[src/rtl/seg_chk_pkg.sv]
package seg_chk_pkg;
  localparam int unsigned TGT_CS = 0;
  localparam int unsigned TGT_SS = 1;
  localparam int unsigned TGT_DS = 2;
  localparam int unsigned TGT_GS = 5;

  typedef enum logic [1:0] {
    CLS_NONE = 2'd0,
    CLS_GP   = 2'd1,
    CLS_TS   = 2'd2
  } fault_cls_e;

  typedef struct packed {
    logic is_null;
    logic is_system;
    logic is_exec;
    logic is_read;
    logic is_write;
    logic from_task;
  } sel_attr_t;
endpackage

[src/rtl/seg_rule_cell.sv]
module seg_rule_cell
  import seg_chk_pkg::*;
#(
  parameter int unsigned CODE = 0
) (
  input  sel_attr_t  attr,
  output fault_cls_e cls
);
  generate
    if (CODE == TGT_CS) begin : g_code
      always_comb begin
        cls = CLS_NONE;
        if (attr.is_null) cls = CLS_GP;
        else if (!attr.is_system && !attr.is_exec) cls = CLS_GP;
      end
    end else if (CODE == TGT_SS) begin : g_stack
      always_comb begin
        cls = CLS_NONE;
        if (attr.is_null || attr.is_system || attr.is_exec) cls = CLS_GP;
        else if (!attr.is_write) cls = attr.from_task ? CLS_TS : CLS_GP;
      end
    end else if (CODE >= TGT_DS && CODE <= TGT_GS) begin : g_data
      always_comb begin
        cls = CLS_NONE;
        if (!attr.is_null) begin
          if (attr.is_system) cls = CLS_GP;
          else if (attr.is_exec && !attr.is_read) cls = CLS_GP;
        end
      end
    end else begin : g_resv
      assign cls = CLS_GP;
    end
  endgenerate
endmodule

[src/rtl/seg_rule_eval.sv]
module seg_rule_eval
  import seg_chk_pkg::*;
#(
  parameter int unsigned TGT_W = 3
) (
  input  logic [TGT_W-1:0] target,
  input  sel_attr_t        attr,
  output fault_cls_e       cls
);
  localparam int unsigned NUM_TGT = 1 << TGT_W;

  fault_cls_e cls_by_tgt [NUM_TGT];

  generate
    for (genvar g = 0; g < NUM_TGT; g++) begin : g_cell
      seg_rule_cell #(.CODE(g)) u_cell (
        .attr (attr),
        .cls  (cls_by_tgt[g])
      );
    end
  endgenerate

  assign cls = cls_by_tgt[target];
endmodule

[config.mk]
export PLATFORM = sky130hd
export DESIGN_NAME = seg_rule_eval
export DESIGN_NICKNAME = d
export VERILOG_FILES = /design/src/rtl/seg_chk_pkg.sv /design/src/rtl/seg_rule_cell.sv /design/src/rtl/seg_rule_eval.sv
export SDC_FILE = /design/constraint.sdc
export NUM_CORES = 1
export LEC_CHECK = 0
export BUFFER_PORTS_ARGS = -buffer_cell sky130_fd_sc_hd__buf_4
export CORE_AREA = 5 5 42 44
export DETAILED_ROUTE_END_ITERATION = 16
export DIE_AREA = 0 0 47 49
export GPL_TIMING_DRIVEN = 0
export PLACE_DENSITY = 0.31
export SYNTH_ARGS = -nofsm -noshare
export SYNTH_HDL_FRONTEND = slang
export SYNTH_SLANG_ARGS = --single-unit
[constraint.sdc]
create_clock -name vclk -period 1.3
set_input_delay 0.26 -clock vclk [all_inputs]
set_output_delay 0.26 -clock vclk [all_outputs]
set_load 0.1 [all_outputs]
# --- After elaboration in Yosys (flattened, before gate mapping) ---
# Cells that the tools add are included.
op_classes:
  n_reduce_logical: 7
  n_bitwise: 1
  order_cmp: 1
  n_mux: 11
ops:
  columns: ["cell", "count"]
  rows:
  - ["2-to-1 mux 2 bit", 6]
  - ["binary-select mux 2 bit (select 3 bit)", 1]
  - [">= comparator 4 bit (second input constant)", 1]
  - ["2-to-1 mux 1 bit", 4]
  - ["NOT 3 -> 4 bit", 1]
  - ["zero test 1 bit", 3]
  - ["logical AND 1 bit", 2]
  - ["logical OR 1 bit", 2]
totals:
  reg_bits: 0
  wordCells: 20
  out_inout_bits: 2
  inputBits: 9

# --- Longest topological paths before layout ---
# Gate-level depths: netlist of run 1.
logic_depth:
  depth_word: 8
  ltp_mapped: 4
  depth_no_buf: 4

# --- Hierarchy ---
# From an unflattened synthesis of run 1, not the netlist that was laid out.
unflattened:
  cells_unflattened: 40
  area_unflattened_um2: 335.3
modules_own_cells:
  columns: ["mod", "cells_each", "area_per_inst_um2", "instances", "seq_area_each_um2"]
  rows:
  - ["seg_rule_eval", 6, 127.6, 1, 0.0]
  - ["seg_rule_cell at g_cell[2].u_cell ...", 5, 30.0, 4, 0.0]
  - ["seg_rule_cell at g_cell[6].u_cell ...", 4, 22.5, 2, 0.0]
  - ["seg_rule_cell at g_cell[1].u_cell", 3, 23.8, 1, 0.0]
  - ["seg_rule_cell at g_cell[0].u_cell", 3, 18.8, 1, 0.0]

# --- Worst setup path before layout of run 1 ---
# Ideal clock, no wire load.
synth_path:
  path_type: "input -> output"
  start: "input port attr[2] (netlist bit)"
  end: "output port cls[0]"
  setup_slack_ns: -1.597
  n_path_buf: 0
  required_ns: 1.040
  path_stages: 3
  t_arrival_ns: 2.637
  path_cell_list: "inv_1 -> a21oi_1 -> o32ai_1"
synth_between:
  elab_chain_len: 8
synth_lines:
  columns: ["element", "line_no", "rtl"]
  rows:
  - ["start, declared", "seg_rule_eval.sv:7", "input sel_attr_t attr,"]
  - ["zero test 1 bit", "seg_rule_cell.sv:27", "else if (attr.is_exec && !attr.is_read) cls = CLS_GP;"]
  - ["logical AND 1 bit", "seg_rule_cell.sv:27", null]
  - ["2-to-1 mux 1 bit", "seg_rule_cell.sv:27", null]
  - ["2-to-1 mux 1 bit", "seg_rule_cell.sv:26", "if (attr.is_system) cls = CLS_GP;"]
  - ["2-to-1 mux 1 bit", "seg_rule_cell.sv:25", "if (!attr.is_null) begin"]
  - ["binary-select mux 2 bit (select 3 bit)", "seg_rule_eval.sv:23", "assign cls = cls_by_tgt[target];"]
  - ["2-to-1 mux 2 bit (implied by the code) (2 in a row)", "seg_rule_eval.sv:23", null]
  - ["end, declared", "seg_rule_eval.sv:8", "output fault_cls_e cls"]
# Every way passes these cells. The select of a mux whose other input is x is not followed.

# --- Final worst setup path of run 1 ---
layout_path:
  start: "input port attr[5] (netlist bit)"
  end: "output port cls[0]"
layout_between:
  elab_chain_len: 6
  word_cells_on_any_way: 8
  cone_classes: "mux: 6; reduce/logical: 2"
layout_lines:
  columns: ["element", "line_no", "rtl"]
  rows:
  - ["logical OR 1 bit (2 in a row)", "seg_rule_cell.sv:19", "if (attr.is_null || attr.is_system || attr.is_exec) cls = CLS_GP;"]
  - ["2-to-1 mux 2 bit", "seg_rule_cell.sv:19", null]
  - ["binary-select mux 2 bit (select 3 bit) (*)", "seg_rule_eval.sv:23", null]
  - ["2-to-1 mux 2 bit (implied by the code) (*) (2 in a row)", "seg_rule_eval.sv:23", null]
# Mark *: on every way between the ends. The rest lies on a longest branch, timed or not. The select of a mux whose other input is x is not followed.

==> flow_summary.toml, run 1 <==
[global_routing]
grt_pass1_wl_um = 690
antenna_found_initial = 0
grt_overflow = 0
first_global_vias = 170
grt_start_max_net_pins = 4
grt_usage = 0.0372

[sta]
post-route-min-period_ns = 1.36
fmax_mhz = 736
rsz0062_at_grt = "true"
finalHoldViolCount = 0
finalWorstSetupSlack_ns = -0.0581
fin_setup_tns_ns = -0.0712
setup_violations = 2
finalCritPeriodShare = 1.04
finalMaxSlewViolations = 0
maxSlewHeadroom = 0.829
tightest_slew_ns = 0.256

[hold_path]
hold_start = "attr[1]"
hold_path_class = "in2out"
hold_depth = 3
hold_end = "cls[1]"

[die]
io_pins = 11
core_area_mm2 = 0.00140
die_h_um = 49
die_x_um = 47
rows = 14
die-area_mm2 = 0.00230
initial_utilization = 0.0518

[placement]
gp_congestion = 0.663
pre_cts_slack_ns = -0.261
place_area_um2 = 220
portBuffers = 11

[yosys]
syn_area_um2 = 72.6
yosysWarnings = 0
syn-mean-instance-area_um2 = 6.05
synthTopCellsByCount = "nor2_1 (4), a21oi_1 (2)"
yosys.cell_types.count = 8
synthCells = 12
synthTopCellsByArea = "nor2_1 (21%), nor4b_2 (21%), a21oi_1 (14%)"
ys_seq_area_frac = 0
synth_most_common_cell = "nor2_1"
syn_nets = 21
yosysTopAreaCellShare = 0.207
synth_largest_area_cell = "nor2_1"

[job]
drv_cap = 0

[power]
leakage_nw = 0.111
p_per_area_mw_per_mm2 = 391
vdd_drop_max_mv = 0.181

[critical_path]
cp.arrival_ns = 1.10
worstPathRequired_ns = 1.04
crit_path_end_kind = "output pin"
critPathKind = "in2out"
start_kind = "primary input"
critPathMaxFanout = 3

[layout]
fin_util = 0.204
fillers = 157
diodes = 0
nFlopsAndLatches = 0
nClkBuffers = 0
area_growth_syn_to_layout_pct = 293
nNetsFinal = 35
stdcell_area_um2 = 285
drive_gt1_frac = 0.792
seq_area_um2 = 0

[route]
drt_wl_total_um = 373
drt-initial-drc-count = 0
drtAntennaViolNets = 0
wl_met1_um = 162
drt_pass1_iterations = 1
met2_length_um = 118
route.detailed.drc = 0
avgRoutedWirePerCell_um = 9.33
via_count = 139
vias_per_cell = 3.48
highest_layer = "met3"
route.met3.wl_um = 93

[outcome]
status = "finished, violations left"
violations = "negative setup slack"

[clock_network]
postCtsHoldBufs = 0
[per-layer routing]
layer | global-route usage | up-vias
met3 | 0.0221 | 0
li1 | - | 69
met5 | 0 | -
met1 | 0.0435 | 59
met2 | 0.0611 | 11
met4 | 0 | 0
[power by group]
| part | leakage (nW) | internal [mW] | switching (mW) |
|---|---|---|---|
| clock network | 0 | 0 | 0 |
| registers | 0 | 0 | 0 |
| logic | 0.111 | 0.0556 | 0.0560 |
[placed cells by master (no fill, tap or decap), types with 2 or more instances in the layout]
cell type	netlist	routed
buf_8	0	3
buf_4	0	5
nor2_1	4	2
nor2_4	0	3
buf_6	0	3
[critical path, cell delays in order]
cell and delay, ns:
buf_8 0.10, o31a_1 0.29, a21oi_2 0.15, o32ai_4 0.11
buf_12 0.18
[worst max-delay path by stage]
| stage | from | end | cells after the start |
|---|---|---|---|
| global route | attr[5] | cls[0] | 5 |
| detailed placement | target[1] | cls[0] | 6 |
| global placement | target[1] | cls[0] | 6 |
| CTS | attr[4] | cls[0] | 6 |
| floorplan | attr[3] | cls[1] | 3 |
| finish | attr[5] | cls[0] | 5 |
[through the flow]
| stage | power, mW | hold WS (ns) | cells |
|---|---|---|---|
| 2_1_floorplan | 0.0487 | 0.634 | 12 |
| 3_3_place_gp | 0.0869 | 0.890 | 39 |
| 3_5_place_dp | 0.0876 | 0.890 | 39 |
| 4_1_cts | 0.109 | 0.844 | 39 |
| 5_1_grt | 0.118 | 0.847 | 40 |
| 6_report | 0.112 | 0.841 | 40 |
[area by class of cell]
type               count  area (µm²)  share of cell area
repair buffers        12         136               0.478
multi-input cells     11         125               0.439
inverters              1        3.75              0.0132
well taps             16        20.0              0.0702
[logic make-up after synthesis]
logic type,share of synthesized area
and+or+nand+nor,0.569
AOI/OAI and AO/OA,0.379
buffers and inverters,0.0517
[repair_timing]
action,CTS,global route
pin swaps,3,1
gates resized for setup,14,1
endpoints found under the setup margin,2,2
setup buffers,0,1
(Power assumes the default switching activity.)
==> run 2: changes to the inputs <==
- ABC_AREA: not set -> 1
- PLACE_DENSITY: 0.31 -> 0.34
==> run 2 against run 1 <==
The run now ends clean. Combinational power about the same. Hold slack gained 0.093 ns. Synthesized area rose by 40%. Non-clock buffer count down 1. Die area stayed put. Via count is 12% higher. Fmax rose by 8.5%. Utilization decreased by 1.1 points. Wire length decreased by 8.8%. Cell count is 23% higher.
==> flow_summary.toml, run 2 <==
[sta]
finalCritPeriodShare = 0.963
finalHoldViolCount = 0
finalWorstSetupSlack_ns = 0.0477
post-route-min-period_ns = 1.25
fin_setup_tns_ns = 0
setup_violations = 0
tightest_slew_ns = 0.188
maxSlewHeadroom = 0.874
fmax_mhz = 799
rsz0062_at_grt = "true"
finalMaxSlewViolations = 0

[critical_path]
critPathLaunch = "attr[5]"
critPathKind = "in2out"
cp.arrival_ns = 0.99
start_kind = "primary input"
critPathMaxFanout = 3
worstPathRequired_ns = 1.04
critical-path-max-stage-delay_ns = 0.18
cp_slowest_cell = "buf_12"
crit_path_end_kind = "output pin"
cp_cell_sequence = "buf_4 > inv_2 > o21ai_2 > a21oi_2 > nor2_1 > nor2_4 > buf_12"

[yosys]
ys_seq_area_frac = 0
synthTopCellsByCount = "inv_1 (6), nand2_1 (5), nor2_1 (3), nor2_2 (3)"
yosys.cell_types.count = 9
synthTopCellsByArea = "inv_1 (22%), nand2_1 (19%), nor2_2 (19%)"
synth_most_common_cell = "inv_1"
yosysTopAreaCellShare = 0.222
synth_largest_area_cell = "inv_1"
syn_area_um2 = 101
syn-mean-instance-area_um2 = 4.61
synthCells = 22
yosysWarnings = 0
syn_nets = 31

[global_routing]
antenna_found_initial = 0
grt_usage = 0.0316
first_global_vias = 156
grt_overflow = 0
grt_start_max_net_pins = 4
grt_pass1_wl_um = 600

[route]
route.detailed.drc = 0
vias_per_cell = 3.16
via_count = 155
drt_wl_total_um = 340
drtAntennaViolNets = 0
avgRoutedWirePerCell_um = 6.94
drt_pass1_iterations = 1
drt-initial-drc-count = 0

[layout]
diodes = 0
fin_util = 0.193
nClkBuffers = 0
nNetsFinal = 44
layoutNonFillerInstCount = 49
fillers = 171
layout.cells.most_common_list = "buf_4 (7), nand2_1 (5), inv_1 (4)"
seq_area_um2 = 0
area_growth_syn_to_layout_pct = 167
layout_commonest_cell = "buf_4"
multi_input_area_um2 = 109
nFlopsAndLatches = 0
drive_gt1_frac = 0.606

[die]
die-area_mm2 = 0.00230
rows = 14
die_h_um = 49
core_area_mm2 = 0.00140
io_pins = 11
die_x_um = 47
initial_utilization = 0.0723

[placement]
gp_congestion = 0.589
pre_cts_slack_ns = -0.0431
dp_hpwl_um = 314
portBuffers = 11
placed_cells = 49

[power]
vdd_drop_max_mv = 0.0839
leakage_nw = 0.127
power_mw = 0.111
p_per_area_mw_per_mm2 = 409

[clock_network]
postCtsHoldBufs = 0
post_cts_buffers = 0

[outcome]
status = "finished clean"

[job]
drv_cap = 0

[hold_path]
hold_path_class = "in2out"
hold_start = "attr[3]"
[run 2: path summary, 6_finish.rpt]
kind | end | slack [ns] | depth (start not counted)
max | cls[0] | 0.05 | 7
min | cls[1] | 0.93 | 5
[run 2: metrics by stage]
step | area, µm² | hold slack, ns
floorplan | 118 | 0.755
global route | 270 | 0.948
detailed placement | 220 | 1.01
global placement | 220 | 1.01
CTS | 228 | 0.966
finish | 270 | 0.934
[run 2: power breakdown]
| group | switching (mW) | internal [mW] |
|---|---|---|
| Sequential | 0 | 0 |
| Clock | 0 | 0 |
| Combinational | 0.0605 | 0.0500 |
[run 2: final cells by class]
type | count | area share
timing repair buffer | 11 | 0.440
multi-input combinational | 16 | 0.403
inverter | 6 | 0.0833
tap | 16 | 0.0741
[run 2: repair_timing]
item | in CTS | in global routing
cloned | 0 | 0
endpoints found under the setup margin | 2 | 2
resized for setup | 2 | 11
pin swaps | 0 | 6
[run 2: logic make-up after synthesis]
group,after synthesis,synth area share
AO/OA/AOI/OAI,2,0.0987
XOR/XNOR,1,0.0864
buffers and inverters,6,0.222
AND/OR/NAND/NOR,13,0.593
[run 2: worst max-delay path, delay by kind of cell]
family | cells | cell delay [ns]
simple gates | 2 | 0.20
compound gates | 2 | 0.17
buf+inv | 3 | 0.36
[run 2: metal layers]
| layer | vias to the layer above | part of all wire | track usage |
|---|---|---|---|
| met1 | 63 | 0.40 | 0.0413 |
| met5 | - | 0 | 0 |
| li1 | 87 | - | - |
| met3 | 0 | 0.088 | 0.00738 |
| met4 | 0 | 0 | 0 |
| met2 | 5 | 0.51 | 0.0543 |
==> run 3: changes to the inputs <==
- ABC_AREA: 1 -> not set
- PLACE_DENSITY: 0.34 -> 0.31
- clock period: 1.3 -> 1.4 ns (I/O delays scaled with it)
==> run 3 against run 2 <==
Die area is the same. Final area grew 6.9%. Global-route usage is 0.42 points higher. Count of clock-buffer cells in the layout stayed put. Critical path depth is 2 lower. Via count fell by 8.4%. Hold slack worse by 0.057 ns. First-iteration DRC count unchanged. Combinational power decreased by 5%. Flip-flop and latch count unchanged. Non-clock buffer count rose by 1. Worst setup slack lost 0.045 ns. Critical path type unchanged.
==> flow_summary.toml, run 3 (same netlist as run 1, synthesis figures left out) <==
[hold_path]
hold_path_class = "in2out"
hold_depth = 3

[global_routing]
grt_overflow = 0
grt_usage = 0.0358
grt_start_max_net_pins = 4
first_global_vias = 163
grt_pass1_wl_um = 662
antenna_found_initial = 0

[layout]
area_growth_syn_to_layout_pct = 298
nClkBuffers = 0
layout_commonest_cell = "buf_4"
drive_gt1_frac = 0.792
stdcell_area_um2 = 289
seq_area_um2 = 0
nNetsFinal = 35
layout.cells.most_common_list = "buf_4 (5), buf_8 (4), nor2_4 (3)"
diodes = 0
nFlopsAndLatches = 0
layoutNonFillerInstCount = 40
fin_util = 0.206

[sta]
finalCritPeriodShare = 0.998
maxSlewHeadroom = 0.829
setup_violations = 0
finalWorstSetupSlack_ns = 0.00239
tightest_slew_ns = 0.256
finalHoldViolCount = 0
fin_setup_tns_ns = 0
finalMaxSlewViolations = 0
post-route-min-period_ns = 1.40
rsz0062_at_grt = "true"
fmax_mhz = 716

[power]
p_per_area_mw_per_mm2 = 362
vdd_drop_max_mv = 0.168
leakage_nw = 0.112

[die]
io_pins = 11
rows = 14
die-area_mm2 = 0.00230
core_area_mm2 = 0.00140
die_x_um = 47
initial_utilization = 0.0518
die_h_um = 49

[critical_path]
start_kind = "primary input"
critPathMaxFanout = 3
critPathKind = "in2out"
worstPathRequired_ns = 1.12
cp.arrival_ns = 1.12
crit_path_end_kind = "output pin"

[route]
vias_per_cell = 3.55
drt-initial-drc-count = 0
via_count = 142
drtAntennaViolNets = 0
avgRoutedWirePerCell_um = 9.33
route.detailed.drc = 0
drt_wl_total_um = 373
drt_pass1_iterations = 1

[job]
drv_cap = 0

[placement]
portBuffers = 11
placed_cells = 39
pre_cts_slack_ns = -0.201
place_area_um2 = 220
gp_congestion = 0.663

[outcome]
status = "finished clean"
run 3: changes by cell type in the layout (fill, tap and decap cells not counted), moves of 2 or more:
cell	delta
nand2_1	-5
inv_2	-2
buf_4	-2
buf_8	+3
inv_1	-3
run 3: area by class of cell:
class,count,area (µm²)
tap,16,20.0
multi-input combinational,11,125
fill,158,1110
timing repair buffer,12,140
inverter,1,3.75
run 3: timing repair:
| action | 4_1_cts | 5_1_grt |
|---|---|---|
| pin swaps | 3 | 4 |
| endpoints found under the hold margin | 0 | 0 |
| resized for setup | 12 | 4 |
| hold buffers | 0 | 0 |
| setup endpoints to repair | 2 | 2 |
| buffers inserted | 0 | 1 |
run 3: worst max-delay path, stage by stage:
cell and delay (ns):
buf_8 0.10, o31a_1 0.29, a21oi_2 0.15, o32ai_4 0.11
buf_12 0.18
run 3: power breakdown:
group / switching, mW / total (mW) / internal, mW
logic: 0.0520 / 0.105 / 0.0525
registers: 0 / 0 / 0
clock network: 0 / 0 / 0
run 3: per-stage QoR:
step	power [mW]	hold WS [ns]
2_1_floorplan	0.0452	0.674
3_3_place_gp	0.0807	0.930
3_5_place_dp	0.0813	0.930
4_1_cts	0.0993	0.884
5_1_grt	0.110	0.884
6_report	0.105	0.877
run 3: path summary, 6_finish.rpt:
kind / from / end / slack (ns)
min: attr[1] / cls[1] / 0.88
max: attr[5] / cls[0] / 0.002
run 3: metal layers:
layer	global-route usage	share of wire	vias to the layer above
li1	-	-	69
met1	0.0435	0.43	62
met2	0.0566	0.31	11
met3	0.0221	0.25	0
met4	0	0	0
met5	0	0	-
